[src/rtl/lane_pkg.sv]
package lane_pkg;

   typedef enum logic [1:0] {
      SZ_BYTE = 2'b00,
      SZ_HALF = 2'b01,
      SZ_WORD = 2'b10,
      SZ_RSVD = 2'b11
   } acc_size_e;

   // Context captured when a load is accepted
   typedef struct packed {
      acc_size_e  size;
      logic [1:0] off;
      logic       le;
      logic       sgn;
   } rd_ctx_t;

endpackage

[src/rtl/lane_strobe_dec.sv]
module lane_strobe_dec
   import lane_pkg::*;
#(
   parameter int LANES = 4,
   localparam int OFF_W = $clog2(LANES)
) (
   input  logic             valid,
   input  acc_size_e        size,
   input  logic [OFF_W-1:0] off,
   input  logic             le,
   output logic [LANES-1:0] be,
   output logic             err
);

   logic             bad;
   logic [OFF_W-1:0] lane_b;

   always_comb begin
      case (size)
         SZ_BYTE: bad = 1'b0;
         SZ_HALF: bad = off[0];
         SZ_WORD: bad = (off != '0);
         default: bad = 1'b1;
      endcase
   end

   assign lane_b = le ? off : (OFF_W'(LANES - 1) - off);
   assign err    = valid & bad;

   for (genvar i = 0; i < LANES; i++) begin : g_lane
      logic hit;
      always_comb begin
         case (size)
            SZ_BYTE: hit = (OFF_W'(i) == lane_b);
            SZ_HALF: hit = (OFF_W'(i) >> 1) == (lane_b >> 1);
            SZ_WORD: hit = 1'b1;
            default: hit = 1'b0;
         endcase
      end
      assign be[i] = valid & ~bad & hit;
   end

endmodule

[src/rtl/lane_wr_pack.sv]
module lane_wr_pack
   import lane_pkg::*;
#(
   parameter int LANES = 4,
   localparam int DW = LANES * 8
) (
   input  logic             write,
   input  acc_size_e        size,
   input  logic [DW-1:0]    src,
   input  logic [LANES-1:0] be,
   output logic [DW-1:0]    dout
);

   for (genvar i = 0; i < LANES; i++) begin : g_lane
      logic [7:0] b;
      always_comb begin
         case (size)
            SZ_BYTE: b = src[7:0];
            SZ_HALF: b = src[8*(i%2) +: 8];
            default: b = src[8*i +: 8];
         endcase
      end
      assign dout[8*i +: 8] = (write & be[i]) ? b : 8'h00;
   end

endmodule

[src/rtl/lane_rd_unpack.sv]
module lane_rd_unpack
   import lane_pkg::*;
#(
   parameter int LANES = 4,
   localparam int DW = LANES * 8,
   localparam int OFF_W = $clog2(LANES)
) (
   input  rd_ctx_t       ctx,
   input  logic [DW-1:0] rdata,
   output logic [DW-1:0] dout
);

   logic [OFF_W-1:0] lane_b;
   logic [OFF_W-2:0] pair;
   logic [7:0]       bsel;
   logic [15:0]      hsel;

   assign lane_b = ctx.le ? ctx.off : (OFF_W'(LANES - 1) - ctx.off);
   assign pair   = lane_b[OFF_W-1:1];
   assign bsel   = rdata[{lane_b, 3'b000} +: 8];
   assign hsel   = rdata[{pair, 4'b0000} +: 16];

   always_comb begin
      case (ctx.size)
         SZ_BYTE: dout = {{(DW-8){ctx.sgn & bsel[7]}}, bsel};
         SZ_HALF: dout = {{(DW-16){ctx.sgn & hsel[15]}}, hsel};
         default: dout = rdata;
      endcase
   end

endmodule

[src/rtl/mem_lane_steer.sv]
module mem_lane_steer
   import lane_pkg::*;
#(
   parameter int ADDR_W = 32,
   parameter int DATA_W = 32
) (
   input  logic              clk,
   input  logic              rst_n,
   input  logic              le_mode,
   input  logic              req_valid,
   input  logic              req_write,
   input  logic [1:0]        req_size,
   input  logic              req_signed,
   input  logic [ADDR_W-1:0] req_addr,
   input  logic [DATA_W-1:0] req_wdata,
   output logic [ADDR_W-1:0] bus_addr,
   output logic [3:0]        bus_be,
   output logic [DATA_W-1:0] bus_wdata,
   output logic              bus_req,
   output logic              misalign_err,
   input  logic [DATA_W-1:0] bus_rdata,
   output logic [DATA_W-1:0] rd_data
);

   localparam int LANES = DATA_W / 8;
   localparam int OFF_W = $clog2(LANES);

   if (DATA_W != 32) begin : g_bad_dw
      $error("mem_lane_steer: DATA_W must be 32");
   end
   if (ADDR_W < OFF_W + 1) begin : g_bad_aw
      $error("mem_lane_steer: ADDR_W too small");
   end

   acc_size_e size_e;
   logic      err;
   rd_ctx_t   ctx_q;

   assign size_e   = acc_size_e'(req_size);
   assign bus_addr = {req_addr[ADDR_W-1:OFF_W], {OFF_W{1'b0}}};

   lane_strobe_dec #(.LANES(LANES)) u_dec (
      .valid (req_valid),
      .size  (size_e),
      .off   (req_addr[OFF_W-1:0]),
      .le    (le_mode),
      .be    (bus_be),
      .err   (err)
   );

   assign misalign_err = err;
   assign bus_req      = req_valid & ~err;

   lane_wr_pack #(.LANES(LANES)) u_wr (
      .write (req_write),
      .size  (size_e),
      .src   (req_wdata),
      .be    (bus_be),
      .dout  (bus_wdata)
   );

   always_ff @(posedge clk) begin
      if (!rst_n) begin
         ctx_q <= '{size: SZ_WORD, off: 2'b00, le: 1'b0, sgn: 1'b0};
      end else if (req_valid && !req_write && !err) begin
         ctx_q <= '{size: size_e, off: req_addr[1:0], le: le_mode, sgn: req_signed};
      end
   end

   lane_rd_unpack #(.LANES(LANES)) u_rd (
      .ctx   (ctx_q),
      .rdata (bus_rdata),
      .dout  (rd_data)
   );

endmodule

[config.mk]
export PLATFORM = sky130hd
export DESIGN_NAME = mem_lane_steer
export DESIGN_NICKNAME = d
export VERILOG_FILES = /design/src/rtl/lane_pkg.sv /design/src/rtl/lane_strobe_dec.sv /design/src/rtl/lane_wr_pack.sv /design/src/rtl/lane_rd_unpack.sv /design/src/rtl/mem_lane_steer.sv
export SDC_FILE = /design/constraint.sdc
export NUM_CORES = 1
export LEC_CHECK = 0
export BUFFER_PORTS_ARGS = -buffer_cell sky130_fd_sc_hd__buf_2
export CELL_PAD_IN_SITES_DETAIL_PLACEMENT = 1
export CELL_PAD_IN_SITES_GLOBAL_PLACEMENT = 1
export CORE_ASPECT_RATIO = 0.7
export CORE_UTILIZATION = 23
export DETAILED_ROUTE_END_ITERATION = 16
export GPL_ROUTABILITY_DRIVEN = 0
export PLACE_DENSITY_LB_ADDON = 0.12
export SYNTH_ARGS = -nofsm -noshare
export SYNTH_HDL_FRONTEND = slang
export SYNTH_HIERARCHICAL = 1
export SYNTH_SLANG_ARGS = --single-unit
[constraint.sdc]
create_clock -name clk -period 1.85 [get_ports clk]
set_input_delay 0.0925 -clock clk [delete_from_list [all_inputs] [get_ports clk]]
set_output_delay 0.0925 -clock clk [all_outputs]
set_load 0.02 [all_outputs]
# Word-level counts from Yosys, hierarchy flattened
# Index checks and enable logic that the tools add are counted.
# word_totals
reg_bits	6
romBits	0
mem_count	0
latch_bits	0
word_cells	54
input_bits	104
ramBits	0
output_inout_bits	102
# op_classes
n_mul	0
shift	2
n_reduce_logical	10
bitwise_logic	15
add_sub_neg	2
muxes	15
div	0
magnitude_cmp	0
n_eq_ne	6
# ops
op	n
32-bit one-hot mux with 2 select lines	1
8-bit two-way mux	6
32-bit by 6-bit variable part select with 16-bit output	1
32-bit by 6-bit variable part select with 8-bit output	1
8-bit one-hot mux with 2 select lines	1
1-bit one-hot mux with 3 select lines	5
1-bit bitwise AND	13
2-bit logical NOT	4
2-bit by 1-bit == test with 1-bit output, second input constant	2
2-bit == test, first input constant	2
2-bit two-way mux	2
2-bit subtractor, first input constant	2
1-bit by 2-bit == test with 1-bit output, first input constant	1
2-bit == test, second input constant	1
1-bit logical AND	2
1-bit logical NOT	2
1-bit NOT	2
2-bit nonzero test	1
2-bit OR reduction	1

# Depth between registers and ports, before layout
# depth
depth_word	7
mapped_depth	6
ltp_nobuf	5

# Cells and area by module
# Netlist, hierarchy kept.
# modules_own_cells
module	area_per_inst_um2	cells_per_inst	n_inst
lane_rd_unpack	798.3	122	1
lane_wr_pack	564.3	82	1
mem_lane_steer	506.7	60	1
lane_strobe_dec	239.0	28	1

# Worst setup path after synthesis
# OpenSTA, ideal clock, no wires.
# synth_path
path_type	flip-flop to output port
startpoint	reg ctx_q[2] (netlist bit)
endpoint	out rd_data[2]
path_stages_with_launch	7
required_time_ps	1757
arrival_ps	1757
path_slack_ps	1
n_path_buf	2
path_cell_list	dfxtp_1 > clkbuf_1 > or2_2 > clkbuf_1 > mux2_2 > o22ai_1 > a221oi_1
# synth_between
elab_chain_len	4
elab_cells_between_ends	5
# synth_rtl
item	line_no	text
start, declared	mem_lane_steer.sv:37	rd_ctx_t ctx_q;
start signal, assigned	mem_lane_steer.sv:64	ctx_q <= '{size: SZ_WORD, off: 2'b00, le: 1'b0, sgn: 1'b0};
start signal, assigned	mem_lane_steer.sv:66	ctx_q <= '{size: size_e, off: req_addr[1:0], le: le_mode, sgn: req_signed};
2-bit subtractor	lane_rd_unpack.sv:18	assign lane_b = ctx.le ? ctx.off : (OFF_W'(LANES - 1) - ctx.off);
2-bit two-way mux *	lane_rd_unpack.sv:18	
32-bit by 6-bit variable part select with 16-bit output or 32-bit by 6-bit variable part select with 8-bit output (tied branches)	lane_rd_unpack.sv:21, lane_rd_unpack.sv:20	
32-bit one-hot mux with 2 select lines *	lane_rd_unpack.sv:24	case (ctx.size)
end, declared	mem_lane_steer.sv:22	output logic [DATA_W-1:0] rd_data
# Mark *: on every way between the ends. The rest lies on a longest branch, timed or not.

# Worst setup path after layout
# layout_path
startpoint	reg ctx_q[3] (netlist bit)
endpoint	out rd_data[9]
# layout_between
elab_chain_len	5
elab_cells_between_ends	6
# layout_rtl
item	line_no	text
2-bit subtractor	lane_rd_unpack.sv:18	
2-bit two-way mux *	lane_rd_unpack.sv:18	
32-bit by 6-bit variable part select with 8-bit output	lane_rd_unpack.sv:20	assign bsel = rdata[{lane_b, 3'b000} +: 8];
1-bit bitwise AND	lane_rd_unpack.sv:25	SZ_BYTE: dout = {{(DW-8){ctx.sgn & bsel[7]}}, bsel};
32-bit one-hot mux with 2 select lines *	lane_rd_unpack.sv:24	
# Marks and branches as above.

==> qor.txt <==
status: finished, violations left
failing checks: setup timing
Layout area overhead: 44.63%
RSZ-0062 raised after global routing: true
cells after synthesis: 292
Die Footprint: 9559 sq um
number of synthesized register bits: 6
DR WL/cell: 17.33 um
Vias: 2665
First-pass DRT Iterations: 4
Fillers: 1119
Worst path max stage delay: 410 ps
Worst Path Class, Setup: reg2out
Mapped Area: 2108 sq um
layout cells sized above 1: 49.50%
pre-CTS setup slack: -82.25 ps
Final setup viols: 30
worst vdd ir: 301.0 uV
hold buffers post-CTS: 0
drt drc: 0
Num CTS Buffers: 3
total core area: 8653 sq um
crit start category: flip-flop
yosys warns: 6
Reg area: 128.9 sq um
Final Critical Period: 1945 ps
initial antenna violation count: 0
clock transition at the registers of the reported paths: 30 ps
Synth Area per Inst: 7.220 sq um
Largest register FFs: 6
top flop regs: ctx_q: 6 flops
Iter 0 DRT Violations: 129
largest net degree at the start of global routing: 34
Chip Width: 116.4 um
vias in the first global route: 2489
Starting Density: 24.36%
crit end category: primary output
CP max FO: 8
fmax: 514.1 MHz
worst hold path type: in2reg
CTS Root Cell: clkbuf_16
pwr dens: 410.2 nW/um^2
TritonCTS clock tree: yes
IO Count: 206
total global-route track usage: 17.86%
Final Slew Violations: 0
Post-synth ARST share: 0%
DP HPWL: 6990 um
first-pass GRT wire length: 13210 um
worst skew pair latency: 230 ps
fin crit share: 105.1%
antenna cells: 0
row count: 28
worst reg2reg path depth: 4
Cell Count, Final, Fillers Out: 524
CP required: 1760 ps
number of library cell types mapped by synthesis: 49
top_reg_cell synth: dfxtp_1
max-cap viol count: 0
footprint of the multi-input gates: 1679 sq um
WP buf/inv: 1
H-tree depth: 1
Critical Path Stages: 5
EDFF count, synth: 0
Largest Register: ctx_q
Final TNS setup: -1875 ps
detailed-route wire length: 9080 um
Slowest cell on crit path: mux2i_4
register area share after synthesis: 5.697%
Die H: 82.10 um
Sink Count: 6
Leak: 1.566 nW
Power Total: 1.251 mW
final setup skew: 0 ps
delay-heaviest family, CP: multiplexers
Worst EP arrival: 1850 ps
Final Hold Viols: 0
final net count: 510
placed cells: 517
post-route ant nets: 0
critical path cell sequence: xnor2_4 > mux2i_4 > or3b_4 > nand4_1 > buf_6
final setup margin: -95.00 ps
port buffer count: 143
hold depth: 3
Max clock buf depth: 2
vias per cell: 5.086
total gr overflow: 0
[metal layers]
metal / global-route usage [%] / part of all wire (%) / vias to the layer above
met5: 0 / 0 / -
met4: 6.282 / 2.5 / 0
met3: 1.460 / 5.5 / 28
met2: 28.34 / 45 / 85
met1: 25.27 / 47 / 1273
li1: - / - / 1279
[metrics by stage]
step                util (%)  hold slack (ps)  instance area (sq um)
floorplan                  -            234.6                   2112
global route           35.24            133.4                   3049
global placement       31.33            185.1                   2711
detailed placement     31.33            185.1                   2711
CTS                    34.07            114.4                   2948
finish                 35.24            114.4                   3049
[final timing paths]
| path | start | end | slack, ps |
|---|---|---|---|
| hold / removal | req_signed | ctx_q[0] | 110 |
| setup / recovery | ctx_q[3] | rd_data[9] | -90 |
| hold reg to reg | ctx_q[0] | ctx_q[0] | 540 |
| setup reg to reg | ctx_q[3] | ctx_q[3] | 890 |
[synth_stat cells (3+ instances only)]
library cell   n  area share, %
buf_4         33             12
nand2_1       33            5.9
mux2i_1       23             11
a21o_1        17            6.1
o21ai_0       16            3.8
nor2_1        15            2.7
a21oi_1       12            2.8
and3_1        11            3.3
clkbuf_1      10            1.8
buf_6          9            4.8
a211oi_1       8            2.8
a31oi_1        8            2.4
nor2b_1        8            2.4
nand3_1        7            1.7
o211ai_1       7            2.5
dfxtp_1        6            5.7
o22ai_1        5            1.5
or3b_1         5            2.1
buf_2          4           0.95
inv_1          4           0.71
o221a_1        4            2.1
o221ai_1       4            1.7
or3b_2         4            1.7
mux2_2         3            1.6
nand4_1        3           0.89
xor2_1         3            1.2
[cell type report]
| cell class | count | share of cell area (%) |
|---|---|---|
| clock buffer | 3 | 2.462 |
| tap | 120 | 4.924 |
| inverter | 5 | 0.6155 |
| multi-input combinational | 227 | 55.07 |
| sequential | 6 | 4.227 |
| timing repair buffer | 163 | 32.70 |
[power breakdown]
| group | leakage [nW] | switching [mW] | internal (mW) |
|---|---|---|---|
| registers | 0.0510 | 0.0122 | 0.136 |
| logic | 1.48 | 0.422 | 0.336 |
| clock network | 0.0370 | 0.0682 | 0.277 |
| total | 1.57 | 0.502 | 0.749 |
[layout by cell type, fill, tap and decap left out, types with 3 or more instances in the layout]
cell type  Yosys  final
buf_2          4    122
a21oi_1       12     10
buf_4         33     20
nor2_1        15     13
nand2_1       33     33
clkbuf_16      0      3
o221ai_1       4      4
o211ai_1       7      7
inv_1          4      4
dfxtp_1        6      3
or3b_2         4      4
a21o_1        17     17
a211oi_1       8      8
o21ai_0       16     16
and3_1        11     11
a31oi_1        8      8
mux2_2         3      3
o221a_1        4      4
mux2i_1       23     21
nand4_1        3      3
or3b_1         5      4
o22ai_1        5      5
buf_6          9     21
nor2b_1        8      8
nand3_1        7      5
[logic make-up after synthesis]
kind of cell / count (synthesis) / share of synthesized area, %
AOI/OAI and AO/OA: 93 / 30.98
xor gates and xnor gates: 6 / 3.740
buffers and inverters: 61 / 20.18
DFF: 6 / 5.698
muxes: 26 / 12.52
other: 1 / 0.1779
and+or+nand+nor: 99 / 26.71
[repair_timing]
action	CTS	global route
gates cloned	1	0
pin swaps	4	9
buffers inserted	0	4
resized for setup	48	17
endpoints found under the setup margin	32	32
[worst reg2reg max path: stages (launching register included)]
cell	delay, ps
dfxtp_4	380
buf_4	160
buf_6	140
nand2_1	60
mux2i_1	130
Note: power is estimated with default switching activity, not from simulation.
